## config.mk

```make
export PLATFORM = sky130hd
export DESIGN_NAME = six_operand_adder
export DESIGN_NICKNAME = d
export VERILOG_FILES = /design/src/rtl/six_add_pkg.sv /design/src/rtl/csa_fa.sv /design/src/rtl/csa_c42.sv /design/src/rtl/csa_layer.sv /design/src/rtl/six_operand_adder.sv
export SDC_FILE = /design/constraint.sdc
export NUM_CORES = 1
export LEC_CHECK = 0
export BUFFER_PORTS_ARGS = -buffer_cell sky130_fd_sc_hd__buf_2
export CAP_MARGIN = 10
export CORE_AREA = 2 2 39 41
export DETAILED_ROUTE_END_ITERATION = 16
export DIE_AREA = 0 0 41 43
export PLACE_DENSITY = 0.77
export SYNTH_ARGS = -nofsm -noshare
export SYNTH_HDL_FRONTEND = slang
export SYNTH_SLANG_ARGS = --single-unit
```

## constraint.sdc

```tcl
create_clock -name vclk -period 4.7
set_input_delay 0.235 -clock vclk [all_inputs]
set_output_delay 0.235 -clock vclk [all_outputs]
set_load 0.01 [all_outputs]
```

## src/rtl/six_add_pkg.sv

```systemverilog
package six_add_pkg;
  localparam int OP_W  = 4;
  localparam int SUM_W = 6;
  localparam int N_OPS = 6;
  typedef logic [SUM_W-1:0] word_t;
endpackage

```

## src/rtl/csa_fa.sv

```systemverilog
// Full adder cell: three equal-weight bits in, sum and carry out.
module csa_fa (
  input  logic a,
  input  logic b,
  input  logic cin,
  output logic s,
  output logic co
);
  logic half;
  assign half = a ^ b;
  assign s    = half ^ cin;
  assign co   = (a & b) | (cin & half);
endmodule

```

## src/rtl/csa_c42.sv

```systemverilog
// 4:2 compressor: the lateral carry-out comes only from a, b, c,
// so it never waits on the lateral carry-in.
module csa_c42 (
  input  logic a,
  input  logic b,
  input  logic c,
  input  logic d,
  input  logic lat_in,
  output logic lat_out,
  output logic carry,
  output logic sum
);
  logic mid;
  csa_fa u_first  (.a(a),   .b(b), .cin(c),      .s(mid), .co(lat_out));
  csa_fa u_second (.a(mid), .b(d), .cin(lat_in), .s(sum), .co(carry));
endmodule

```

## src/rtl/csa_layer.sv

```systemverilog
// One row of 4:2 compressors over W bit positions. The carry word is
// returned already shifted to its weight; anything reaching 2^W is dropped.
module csa_layer #(
  parameter int W = 6
) (
  input  logic [W-1:0] in_a,
  input  logic [W-1:0] in_b,
  input  logic [W-1:0] in_c,
  input  logic [W-1:0] in_d,
  output logic [W-1:0] sum_w,
  output logic [W-1:0] carry_w
);
  logic [W-1:0] lat;
  logic [W-1:0] cin_v;

  assign cin_v[0]   = 1'b0;
  assign carry_w[0] = 1'b0;

  for (genvar i = 0; i < W; i++) begin : g_bit
    if (i > 0) begin : g_link
      assign cin_v[i] = lat[i-1];
    end
    if (i < W-1) begin : g_full
      logic cy;
      csa_c42 u_c42 (
        .a(in_a[i]), .b(in_b[i]), .c(in_c[i]), .d(in_d[i]),
        .lat_in(cin_v[i]), .lat_out(lat[i]), .carry(cy), .sum(sum_w[i])
      );
      assign carry_w[i+1] = cy;
    end else begin : g_top
      // Top position: both carries weigh 2^W and are discarded, only parity remains.
      assign lat[i]   = 1'b0;
      assign sum_w[i] = in_a[i] ^ in_b[i] ^ in_c[i] ^ in_d[i] ^ cin_v[i];
    end
  end
endmodule

```

## src/rtl/six_operand_adder.sv

```systemverilog
module six_operand_adder
  import six_add_pkg::*;
#(
  parameter int IN_W  = OP_W,
  parameter int OUT_W = SUM_W
) (
  input  logic [IN_W-1:0]  op0,
  input  logic [IN_W-1:0]  op1,
  input  logic [IN_W-1:0]  op2,
  input  logic [IN_W-1:0]  op3,
  input  logic [IN_W-1:0]  op4,
  input  logic [IN_W-1:0]  op5,
  output logic [OUT_W-1:0] total
);
  localparam int EXT = OUT_W - IN_W;

  logic [IN_W-1:0]  raw [N_OPS];
  logic [OUT_W-1:0] ext [N_OPS];
  logic [OUT_W-1:0] l1_sum, l1_carry, l2_sum, l2_carry;

  assign raw[0] = op0;
  assign raw[1] = op1;
  assign raw[2] = op2;
  assign raw[3] = op3;
  assign raw[4] = op4;
  assign raw[5] = op5;

  for (genvar k = 0; k < N_OPS; k++) begin : g_ext
    assign ext[k] = {{EXT{raw[k][IN_W-1]}}, raw[k]};
  end

  csa_layer #(.W(OUT_W)) u_layer1 (
    .in_a(ext[0]), .in_b(ext[1]), .in_c(ext[2]), .in_d(ext[3]),
    .sum_w(l1_sum), .carry_w(l1_carry)
  );

  csa_layer #(.W(OUT_W)) u_layer2 (
    .in_a(ext[4]), .in_b(ext[5]), .in_c(l1_sum), .in_d(l1_carry),
    .sum_w(l2_sum), .carry_w(l2_carry)
  );

  assign total = l2_sum + l2_carry;
endmodule

```

==> results.yml <==
placement:
  place.gp.congestion: 0.5769
  dp.final_hpwl_microns: 852.9
  io_buffers: 30
global_route:
  grt-ovfl-total: 0
  grt_pass1_wl_mm: 1.511
  grt_max_degree: 3
  grt_pass1_vias: 467
  grt_usage: 0.1167
  antenna_found_initial: 0
yosys:
  synth_fp_nets: 101
  synth_mux_area_frac: 0
  ys_seq_area_frac: 0
  synth-compound-area-share: 0.02188
  syn_area_per_cell_sq_um: 10.40
  netlist_area_sq_um: 571.8
  yosysWarnings: 0
  synth_top_family_by_area: "adder cells"
  ys_types: 8
  synth-simple-area-share: 0
  synthAdderAreaFrac: 0.7177
  synth-xor-area-share: 0.07659
  synthCells: 55
drt:
  via_per_inst: 4.283
  drtIter0Drc: 0
  drt.antenna.violating_nets: 0
  vias: 424
  dr.pass1.iters: 1
  drc: 0
  wl_microns: 810
  wl_per_cell_microns: 8.182
power:
  p_sw_w: 0.0001519
  totalPowerFinal_w: 0.0002931
  leakagePower_nw: 0.4332
  vdd_ir_drop_max_mv: 0.2832
  clkPwrFrac: 0
  internal_power_w: 0.0001412
  swShare: 0.5182
  p_comb_frac: 1.000
  p_per_area_nw_per_um2: 403.2
  seqPwrFrac: 0
setup_path:
  critPathRequiredTime_ps: 4470
  start_kind: "input pin"
  crit_top_cell: "fa_1"
  endpoint_kind: "primary output"
  crit_type: "input pin to primary output"
  path_cells: "buf_2, fa_1, fa_1, inv_1, fa_1, fa_1, inv_1, ha_1, a21o_1, a21oi_1, xnor2_1, buf_2"
  cp_max_fo: 2
  cp_slowest_stage_delay_ps: 540
  slowest_stage: "fa_1"
  critPathArrivalTime_ps: 3360
layout:
  area_growth_pct: 27.13
  insertedDiodeCount: 0
  finalNetCount: 131
  layout-drive-gt1-share: 0.3614
  flops_and_latches: 0
  utilization: 0.5253
  n_fill_cell: 150
  nClkBuffers: 0
  regArea_sq_um: 0
timing:
  finalSetupViolCount: 0
  min_period_ps: 3591
  finalHoldViolations: 0
  final.period_utilization: 0.7641
  grt_setup_unrepaired: "false"
  slew_viol_final: 0
  fmaxAchievable_mhz: 278.5
  whs_ps: 828.8
  worst_pin_slew_ps: 167.9
  totalNegativeSetupSlack_ps: 0
  maxSlewHeadroom: 0.8872
die:
  start_util: 0.4132
  design.die.area_sq_um: 1763
  dieHeight_microns: 43
  die_w_microns: 41
  num_rows: 14
  io_pins: 30
  core_area_sq_um: 1384
flow_run:
  drv_cap: 0
clocking:
  ctsHoldBuffers: 0
  postCtsSetupBuffers: 0
  cts-resized-gates: 0
min_path:
  hp-class: "input pin to primary output"
status:
  status: "finished clean"
[cell type report]
| class | instances | area [sq um] | area share |
|---|---|---|---|
| multi-input combinational | 29 | 466.7 | 0.6420 |
| timing repair buffer | 30 | 150.1 | 0.2065 |
| inverter | 24 | 90.09 | 0.1239 |
| tap | 16 | 20.02 | 0.02754 |
[Yosys cell counts]
library cell,instances,area share
xnor2_1,4,0.061
fa_1,18,0.63
inv_1,24,0.16
xor2_1,1,0.015
a21o_1,1,0.013
buf_4,2,0.026
ha_1,4,0.088
a21oi_1,1,0.0087
[layer usage]
layer / global-route usage / wire [microns] / vias to the layer above
met4: 0 / 0 / 0
met1: 0.1130 / 219 / 204
li1: - / - / 201
met5: 0 / 0 / -
met3: 0 / 73 / 0
met2: 0.2531 / 517 / 19
[critical path: cells and delay by family]
kind,cells,cell delay [ps]
AOI/OAI and AO/OA,2,330
xor gates and xnor gates,1,130
buffers and inverters,4,360
adders and majority gates,5,2310
[cell families (layout without fill, tap and decap cells)]
family,Yosys count,after routing
AO/OA/AOI/OAI,2,2
XOR/XNOR,5,5
adder cells (fa/ha/maj),22,22
buffers and inverters,26,54
[per-stage QoR]
stage	std cells	cell area (sq um)	setup slack, ps
global placement	99	726.9	1125
detailed placement	99	726.9	1072
floorplan	55	571.8	1371
CTS	99	726.9	1074
finish	99	726.9	1109
global route	99	726.9	901.2
[power groups by stage]
stage | Sequential (W) | Clock (W) | Combinational, W
after floorplan | 0 | 0 | 0.000222
after global placement | 0 | 0 | 0.000293
after detailed placement | 0 | 0 | 0.000304
after CTS | 0 | 0 | 0.000306
after global routing | 0 | 0 | 0.000347
final | 0 | 0 | 0.000293
[layout by cell type, fill, tap and decap left out]
master | synthesis | layout
buf_2 | 0 | 30
inv_1 | 24 | 24
fa_1 | 18 | 18
xnor2_1 | 4 | 4
ha_1 | 4 | 4
a21o_1 | 1 | 1
a21oi_1 | 1 | 1
xor2_1 | 1 | 1
[worst paths after layout]
check,start,endpoint,depth (start not counted)
hold / removal,op5[0],total[0],3
setup / recovery,op0[3],total[5],12
No activity file was read; power rests on OpenSTA's default activity.
